==> src/rtl/tile_pkg.sv <==
package tile_pkg;
  typedef enum logic [2:0] {W_IDLE, W_RD, W_WAIT, W_WR, W_DONE} walk_st_e;

  // colour stand-in: red +1, carry into green, then blue; alpha kept
  function automatic logic [31:0] next_pixel(input logic [31:0] p);
    logic [7:0] r, g, b;
    r = p[7:0] + 8'd1;
    g = (p[7:0] == 8'hFF) ? p[15:8] + 8'd1 : p[15:8];
    b = (p[7:0] == 8'hFF && p[15:8] == 8'hFF) ? p[23:16] + 8'd1 : p[23:16];
    return {p[31:24], b, g, r};
  endfunction
endpackage

==> src/rtl/tile_bounds.sv <==
module tile_bounds #(
  parameter int CW  = 16,
  parameter int NXL = 1,
  parameter int NYL = 1,
  parameter int IX  = 0,
  parameter int IY  = 0
) (
  input  logic [CW-1:0] org_x,
  input  logic [CW-1:0] org_y,
  input  logic [CW-1:0] width,
  input  logic [CW-1:0] height,
  output logic [CW-1:0] x_lo,
  output logic [CW-1:0] x_hi,
  output logic [CW-1:0] y_lo,
  output logic [CW-1:0] y_hi,
  output logic          empty
);
  logic [CW-1:0] sw, sh;
  assign sw    = width  >> NXL;
  assign sh    = height >> NYL;
  assign x_lo  = org_x + CW'(IX) * sw;
  assign y_lo  = org_y + CW'(IY) * sh;
  assign x_hi  = x_lo + sw - CW'(1);
  assign y_hi  = y_lo + sh - CW'(1);
  assign empty = (sw == '0) || (sh == '0);
endmodule

==> src/rtl/tile_walker.sv <==
module tile_walker
  import tile_pkg::*;
#(
  parameter int CW   = 16,
  parameter int PW   = 32,
  parameter int STEP = 1
) (
  input  logic          clk,
  input  logic          rst_n,
  input  logic          go,
  input  logic          clear_in,
  input  logic [CW-1:0] x_lo,
  input  logic [CW-1:0] x_hi,
  input  logic [CW-1:0] y_lo,
  input  logic [CW-1:0] y_hi,
  input  logic          empty,
  output logic          req_valid,
  input  logic          req_ready,
  output logic          req_write,
  output logic [CW-1:0] req_x,
  output logic [CW-1:0] req_y,
  output logic [PW-1:0] req_data,
  input  logic          rsp_valid,
  output logic          rsp_ready,
  input  logic [PW-1:0] rsp_data,
  output logic          done
);
  walk_st_e      st;
  logic [CW-1:0] cx, cy, lx_lo, lx_hi, ly_hi;
  logic          clr;
  logic [PW-1:0] pix;
  logic [CW:0]   nx, ny;

  assign nx = {1'b0, cx} + (CW+1)'(STEP);
  assign ny = {1'b0, cy} + (CW+1)'(STEP);

  assign req_valid = (st == W_RD) || (st == W_WR);
  assign req_write = (st == W_WR);
  assign req_x     = cx;
  assign req_y     = cy;
  assign req_data  = clr ? '0 : pix;
  assign rsp_ready = (st == W_WAIT);
  assign done      = (st == W_DONE);

  always_ff @(posedge clk) begin
    if (!rst_n) begin
      st <= W_IDLE; cx <= '0; cy <= '0; lx_lo <= '0; lx_hi <= '0;
      ly_hi <= '0; clr <= 1'b0; pix <= '0;
    end else if (go) begin
      lx_lo <= x_lo; lx_hi <= x_hi; ly_hi <= y_hi;
      cx <= x_lo; cy <= y_lo; clr <= clear_in;
      st <= empty ? W_DONE : (clear_in ? W_WR : W_RD);
    end else begin
      case (st)
        W_RD:   if (req_ready) st <= W_WAIT;
        W_WAIT: if (rsp_valid) begin
                  pix <= PW'(next_pixel(32'(rsp_data)));
                  st  <= W_WR;
                end
        W_WR:   if (req_ready) begin
                  if (nx > {1'b0, lx_hi}) begin
                    cx <= lx_lo;
                    if (ny > {1'b0, ly_hi}) st <= W_DONE;
                    else begin
                      cy <= ny[CW-1:0];
                      st <= clr ? W_WR : W_RD;
                    end
                  end else begin
                    cx <= nx[CW-1:0];
                    st <= clr ? W_WR : W_RD;
                  end
                end
        default: ;
      endcase
    end
  end
endmodule

==> src/rtl/tile_dispatch.sv <==
module tile_dispatch #(
  parameter int CW   = 16,
  parameter int PW   = 32,
  parameter int NXL  = 1,
  parameter int NYL  = 1,
  parameter int STEP = 1,
  localparam int NX  = 1 << NXL,
  localparam int NY  = 1 << NYL,
  localparam int NW  = NX * NY
) (
  input  logic             clk,
  input  logic             rst_n,
  input  logic             start,
  input  logic [CW-1:0]    org_x,
  input  logic [CW-1:0]    org_y,
  input  logic [CW-1:0]    width,
  input  logic [CW-1:0]    height,
  input  logic             clear,
  output logic [NW-1:0]    req_valid,
  input  logic [NW-1:0]    req_ready,
  output logic [NW-1:0]    req_write,
  output logic [NW*CW-1:0] req_x,
  output logic [NW*CW-1:0] req_y,
  output logic [NW*PW-1:0] req_data,
  input  logic [NW-1:0]    rsp_valid,
  output logic [NW-1:0]    rsp_ready,
  input  logic [NW*PW-1:0] rsp_data,
  output logic             frame_done,
  output logic             read_sel
);
  logic          running, go;
  logic [NW-1:0] wdone;

  assign go = start && !running;

  for (genvar j = 0; j < NY; j++) begin : g_row
    for (genvar i = 0; i < NX; i++) begin : g_col
      localparam int K = j * NX + i;
      logic [CW-1:0] xl, xh, yl, yh;
      logic          emp;
      tile_bounds #(.CW(CW), .NXL(NXL), .NYL(NYL), .IX(i), .IY(j)) u_bnd (
        .org_x(org_x), .org_y(org_y), .width(width), .height(height),
        .x_lo(xl), .x_hi(xh), .y_lo(yl), .y_hi(yh), .empty(emp));
      tile_walker #(.CW(CW), .PW(PW), .STEP(STEP)) u_walk (
        .clk(clk), .rst_n(rst_n), .go(go), .clear_in(clear),
        .x_lo(xl), .x_hi(xh), .y_lo(yl), .y_hi(yh), .empty(emp),
        .req_valid(req_valid[K]), .req_ready(req_ready[K]),
        .req_write(req_write[K]), .req_x(req_x[K*CW +: CW]),
        .req_y(req_y[K*CW +: CW]), .req_data(req_data[K*PW +: PW]),
        .rsp_valid(rsp_valid[K]), .rsp_ready(rsp_ready[K]),
        .rsp_data(rsp_data[K*PW +: PW]), .done(wdone[K]));
    end
  end

  always_ff @(posedge clk) begin
    if (!rst_n) begin
      running <= 1'b0; frame_done <= 1'b0; read_sel <= 1'b0;
    end else if (go) begin
      running <= 1'b1; frame_done <= 1'b0;
    end else if (running && (&wdone)) begin
      running <= 1'b0; frame_done <= 1'b1; read_sel <= ~read_sel;
    end
  end
endmodule

==> config.mk <==
export PLATFORM = sky130hd
export DESIGN_NAME = tile_dispatch
export DESIGN_NICKNAME = d
export VERILOG_FILES = /design/src/rtl/tile_pkg.sv /design/src/rtl/tile_bounds.sv /design/src/rtl/tile_walker.sv /design/src/rtl/tile_dispatch.sv
export SDC_FILE = /design/constraint.sdc
export NUM_CORES = 1
export LEC_CHECK = 0
export ABC_AREA = 1
export CAP_MARGIN = 20
export CORE_UTILIZATION = 55
export CTS_CLUSTER_SIZE = 10
export DETAILED_ROUTE_END_ITERATION = 6
export PLACE_DENSITY = 0.92
export SLEW_MARGIN = 5
export SYNTH_ARGS = -nofsm -noshare
export SYNTH_HDL_FRONTEND = slang
export SYNTH_SLANG_ARGS = --single-unit
==> constraint.sdc <==
create_clock -name clk -period 5.6 [get_ports clk]
set_clock_uncertainty 0.2 [all_clocks]
set_input_delay 1.68 -clock clk [delete_from_list [all_inputs] [get_ports clk]]
set_output_delay 1.68 -clock clk [all_outputs]
set_load 0.005 [all_outputs]
== Word-level counts from Yosys, hierarchy flattened ==
Cells that the tools add are included.

* Bits of input ports: 204
* Bits in registers: 368

* Eq/ne operators: 40
* Magnitude comparators: 8
* Bitwise gates (word level): 3
* Reductions and logical operators: 50
* Muxes and demuxes: 81
* Add/sub/neg operators: 28

{| class="wikitable"
|+ Operators by type and width
! kind !! count
|-
| $mux 16 || 36
|-
| $add 16x1->17 const B || 8
|-
| $gt 17x16->1 || 8
|-
| $mux 32 || 4
|-
| $add 8x1->8 const B || 12
|-
| $mux 3 || 25
|-
| $add 16x15->16 || 4
|-
| $eq 8x8->1 const B || 8
|-
| $mux 8 || 8
|-
| $sub 16x1->16 const B || 4
|-
| $pmux 3 s3 || 4
|-
| $reduce_and 4->1 || 9
|-
| $logic_not 16->1 || 2
|-
| $ne 3x3->1 const B || 9
|-
| $reduce_bool 2->1 || 13
|-
| $eq 3x2->1 const B || 8
|-
| $reduce_bool 4->1 || 4
|-
| $eq 3x1->1 const B || 4
|-
| $eq 3x3->1 const B || 4
|-
| $reduce_and 3->1 || 4
|-
| $reduce_and 2->1 || 5
|-
| $ne 3x2->1 const B || 3
|-
| $logic_and 1x1->1 || 6
|-
| $ne 2x2->1 const B || 3
|-
| 7 further kinds || 15
|}

== Longest topological paths before layout ==
* Depth in word-level cells: 7
* Depth in mapped cells: 26

== Hierarchy ==
A second synthesis with hierarchy kept.

* Cells, all modules: 6387
* Area total of the unflattened synthesis: 41174.5 um^2

{| class="wikitable"
|+ By module, submodules not included
! module !! cells an instance !! seq. area each (um^2) !! area an instance (um^2) !! instances
|-
| tile_walker (g_row[0].g_col[0].u_walk ...) || 1067 || 2322.2 || 7061.8 || 2
|-
| tile_walker (g_row[1].g_col[1].u_walk) || 1027 || 2322.2 || 6930.4 || 1
|-
| tile_walker (g_row[1].g_col[0].u_walk) || 1026 || 2322.2 || 6882.9 || 1
|-
| tile_bounds (g_row[1].g_col[1].u_bnd) || 637 || 0.0 || 3925.0 || 1
|-
| tile_bounds (g_row[1].g_col[0].u_bnd) || 517 || 0.0 || 3230.6 || 1
|-
| tile_bounds (g_row[0].g_col[1].u_bnd) || 519 || 0.0 || 3156.8 || 1
|-
| tile_bounds (g_row[0].g_col[0].u_bnd) || 505 || 0.0 || 2772.7 || 1
|-
| tile_dispatch || 22 || 60.1 || 152.6 || 1
|}

== Worst setup path before layout ==
Ideal clock, no wire load.

* Path type: input -> register
* Start point: input width[1]
* End point: register g_row[1].g_col[1].u_walk.lx_hi[15]
* Data required time: 5.285 ns
* Stages: 22
* Arrival: 4.423 ns
* Slack: 0.862 ns
* Library setup time: 0.115 ns
* Buffers on the path: 0
* Path through: ha_1 > inv_1 > fa_1 > inv_1 > nand3_1 > nand2_1 > nand2_1 > nand2_1 > nand2_1 > nand3b_1 > nand2_1 > ha_1 > inv_1 > ha_1 > a21oi_1 > inv_1 > o21ai_0 > nand2_1 > nor2_1 > a21oi_1 > o21ai_0 > inv_1

* Word-level cells in the longest chain between the ends: 3

{| class="wikitable"
|+ RTL lines
! what !! RTL line !! RTL
|-
| from (decl) || tile_dispatch.sv:16 || <nowiki>input logic [CW-1:0] width,</nowiki>
|-
| $add 16x15->16 || tile_bounds.sv:21 || <nowiki>assign x_lo = org_x + CW'(IX) * sw;</nowiki>
|-
| $add 16x15->16 * || tile_bounds.sv:23 || <nowiki>assign x_hi = x_lo + sw - CW'(1);</nowiki>
|-
| $sub 16x1->16 * || tile_bounds.sv:23 ||
|-
| to (signal assigned) || tile_walker.sv:50 || <nowiki>lx_lo <= x_lo; lx_hi <= x_hi; ly_hi <= y_hi;</nowiki>
|-
| to (decl) || tile_walker.sv:29 || <nowiki>logic [CW-1:0] cx, cy, lx_lo, lx_hi, ly_hi;</nowiki>
|}

Every way passes the cells marked *; elsewhere a longest branch is shown, timed or not.
A chain may end at the register's enable or synchronous reset.

== Worst setup path in the final report ==
Same ends and word-level chain as after synthesis.

==> results by group <==
Status
  – Status: finished clean

Synth
  – Cells after Synth: between 4000 and 5000
  – Synthesized area per cell: between 6 and 7 sq um
  – Top cells by area, synth: dfxtp_1 26%, nand2_1 12%, inv_1 11%
  – Register area share after synthesis: between 20% and 30%
  – #FFs+latches synth: approximately 370
  – Synth Cell Area: around 29000 sq um
  – Top FF cell, synth: dfxtp_1
  – Yosys top cell area share: between 20% and 30%
  – Syn Nets: between 5000 and 6000
  – Yosys cell types: between 50 and 60
  – Post-synth EDFFs: 0
  – Area leader, netlist: dfxtp_1
  – Async set or reset register ratio after synthesis: 0%
  – Synthesis Warnings: 0

GRT
  – Largest net degree at the start of global routing: 174
  – GRT Overall Usage: between 30% and 40%
  – Grt met2 use: roughly 57%
  – Initial antenna violation count: 6
  – GR Util met1: between 40 and 50%
  – Met3 usage: around 6.4%
  – Top Usage Layer GRT: met2
  – Vias in the first global route: between 20000 and 30000
  – First-pass GRT wire length: 151000 microns
  – GR Overflow Total: 0

Clock tree
  – Post_cts resized: 0
  – H-tree depth: 2
  – Clk_lat worst skew: about 0.6 ns
  – CTS tree: yes
  – Clock buffer depth: 3
  – Clock root buffer: clkbuf_16
  – CTS Hold Bufs: 0
  – Post-CTS Setup Inserts: 0
  – TritonCTS buffer count: 45
  – CTS sink count: about 370
  – Clk pin slew, worst setup/hold paths: roughly 0.060 ns

STA
  – Final worst slack: between 0.5 and 0.6 ns
  – Final worst-path cycle share: 90.1%
  – Setup tns final: 0 ns
  – Slew HR: between 30 and 40%
  – Slew @ Worst Pin: around 1.0 ns
  – Final setup viols: 0
  – Fmax: 198 MHz
  – Final Max Slew Viols: 0
  – Hold Vio Cnt, Final: 0
  – Unrepaired setup endpoints after global routing: no
  – Min Tclk post-route: approximately 5.0 ns

Setup path
  – CP Capture Type: register
  – Crit path top cell by count: nand2_1
  – Data required time of the worst path: between 5 and 6 ns
  – Startpoint Class: input port
  – Critical path fanouts, max: 4
  – Slowest CP cell: clkdlybuf4s50_1
  – WP data arrival: approximately 5.3 ns
  – Crit Path Category: in -> reg
  – Slowest stage delay, CP: 0.48 ns

Power
  – Flop pwr share: between 30% and 40%
  – PD cells: between 200 and 300 nW/um^2
  – Int Pwr: roughly 5.8 mW
  – Worst vdd ir: about 0.22 mV
  – Clk pwr share: slightly below 30%
  – LEAKAGE: ~17 nW
  – Switch Pwr: between 3 and 4 mW
  – Switching fraction of total power: 38.2%
  – Comb power frac: about two fifths
  – Total power draw: approximately 9.4 mW

Finish
  – Most frequent cells in the layout: 938 x nand2_1, 826 x inv_1, 526 x nor2_1
  – Layout area overhead: 23.0%
  – Leading cell type in the layout, fill and taps excluded: nand2_1
  – # nets final: approximately 5400
  – Layout cells sized above 1: about 3.7%

Min path
  – HP Class: reg -> reg

Place
  – Placement Setup Slack: around 0.036 ns
  – Buffers on Ports: between 400 and 500
  – Placer Congestion: 0.995
  – Final HPWL DP: roughly 74000 microns

Drt
  – Total Wirelength: 97600 microns
  – Remaining DRCs: 0
  – DRT iter0 DRCs: between 3000 and 4000
  – WL/cell: between 15 and 20 microns
  – First-pass DRT Iterations: 6
  – Via count: approximately 32000
  – Vias per cell: between 5 and 6
  – Post-DRT Antenna Nets: 0

Die
  – Core Footprint: approximately 51000 sq um
  – Initial core utilization: between 50% and 60%
  – Die Area: ~53000 sq um
  – Number of core rows: just over 80
  – Die height: approximately 230 microns
  – Die width: ~230 microns
  – Io pins: 474

Job
  – Max_cap viols: 0
[power groups by stage]
stage / Sequential (mW) / Clock [mW] / Combinational (mW)
after floorplan: 3.06 / 0 / 2.30
after global placement: 3.11 / 0 / 3.43
after detailed placement: 3.12 / 0 / 3.52
after CTS: 3.07 / 2.77 / 3.54
after global routing: 3.10 / 2.88 / 4.02
final: 3.08 / 2.76 / 3.61
[cell usage after synthesis, types with 3 or more instances]
library cell and number:
nand4_1 64, buf_1 24, nand2_2 11, nor3_2 9, o21bai_1 5, a21oi_1 355, clkbuf_1 92, ha_1 238
inv_1 827, nand2_1 938, fa_1 4, o22ai_1 37, nand3b_1 20, a31oi_1 16, dfxtp_1 368, nor3_1 68
buf_4 18, xnor2_1 36, o21ai_1 8, clkinv_1 6, o211ai_1 45, nand3_2 4, buf_2 26, nor2_1 526
a21o_1 13, and2_1 5, or2_2 7, nor3b_1 3, nand3_1 255, nor2_4 4, buf_6 4, nor2_2 19
inv_2 6, o21ai_0 326, nor4_1 22, o21a_1 4, xor2_1 146
[per-layer routing]
metal	wire length (microns)	share of wire [%]
met1	38900	40
met2	43800	45
met3	9440	9.7
met4	5410	5.5
met5	11	0.011
[sequential cells by signal, summed over array words and instances, names as in the netlist]
register	flops
frame_done	1
g_row.g_col.u_walk.clr	1
g_row.g_col.u_walk.lx_hi	32
g_row.g_col.u_walk.lx_lo	32
g_row.g_col.u_walk.ly_hi	32
g_row.g_col.u_walk.pix	128
g_row.g_col.u_walk.req_x	64
g_row.g_col.u_walk.req_y	64
g_row.g_col.u_walk.st	12
read_sel	1
running	1
[final cells by class]
cell class              instances  area (sq um)
multi-input cells            3210         17400
fillers                      4416         16100
flip-flops and latches        368          7370
repair buffers                523          5150
inverters                     840          3160
clock buffers                  63          1260
well taps                     680           851
clock inverters                 4          50.0
diodes                          5          12.5
[path summary, 6_finish.rpt]
check | startpoint | to | slack (ns) | cells past startpoint
worst max-delay path | width[1] | g_row[1].g_col[1].u_walk.lx_hi[15] | 0.55 | 25
worst min-delay path | g_row[1].g_col[1].u_walk.pix[28] | g_row[1].g_col[1].u_walk.pix[28] | 0.25 | 2
worst max register to register | g_row[1].g_col[0].u_walk.req_x[0] | g_row[1].g_col[0].u_walk.req_y[11] | 0.97 | 23
worst min register to register | g_row[1].g_col[1].u_walk.pix[28] | g_row[1].g_col[1].u_walk.pix[28] | 0.25 | 2
[logic make-up after synthesis]
logic type / Yosys count / share of synthesized area (%)
buffers and inverters: 1004 / 13.6
flip-flops: 368 / 25.7
XOR/XNOR: 182 / 5.55
AND/OR/NAND/NOR: 1962 / 29.1
AO/OA/AOI/OAI: 824 / 15.5
adder cells (fa/ha/maj): 242 / 10.7
[metrics by stage]
step / area [sq um] / hold WS, ns / cells / util, %
2_1_floorplan: 28700 / 0.226 / 4582 / -
3_3_place_gp: 34000 / 0.239 / 5620 / 66.1
3_5_place_dp: 34000 / 0.245 / 5621 / 66.1
4_1_cts: 35300 / 0.253 / 5688 / 68.7
5_1_grt: 35300 / 0.264 / 5692 / 68.7
6_report: 35300 / 0.252 / 5693 / 68.7
[critical path: cells and delay by family]
| kind | cells | cell delay [ns] |
|---|---|---|
| buffers and inverters | 7 | 0.83 |
| AO/OA/AOI/OAI | 3 | 0.50 |
| AND/OR/NAND/NOR | 11 | 1.18 |
| adder cells (fa/ha/maj) | 4 | 1.15 |
Power figures use the tool's default switching activity.
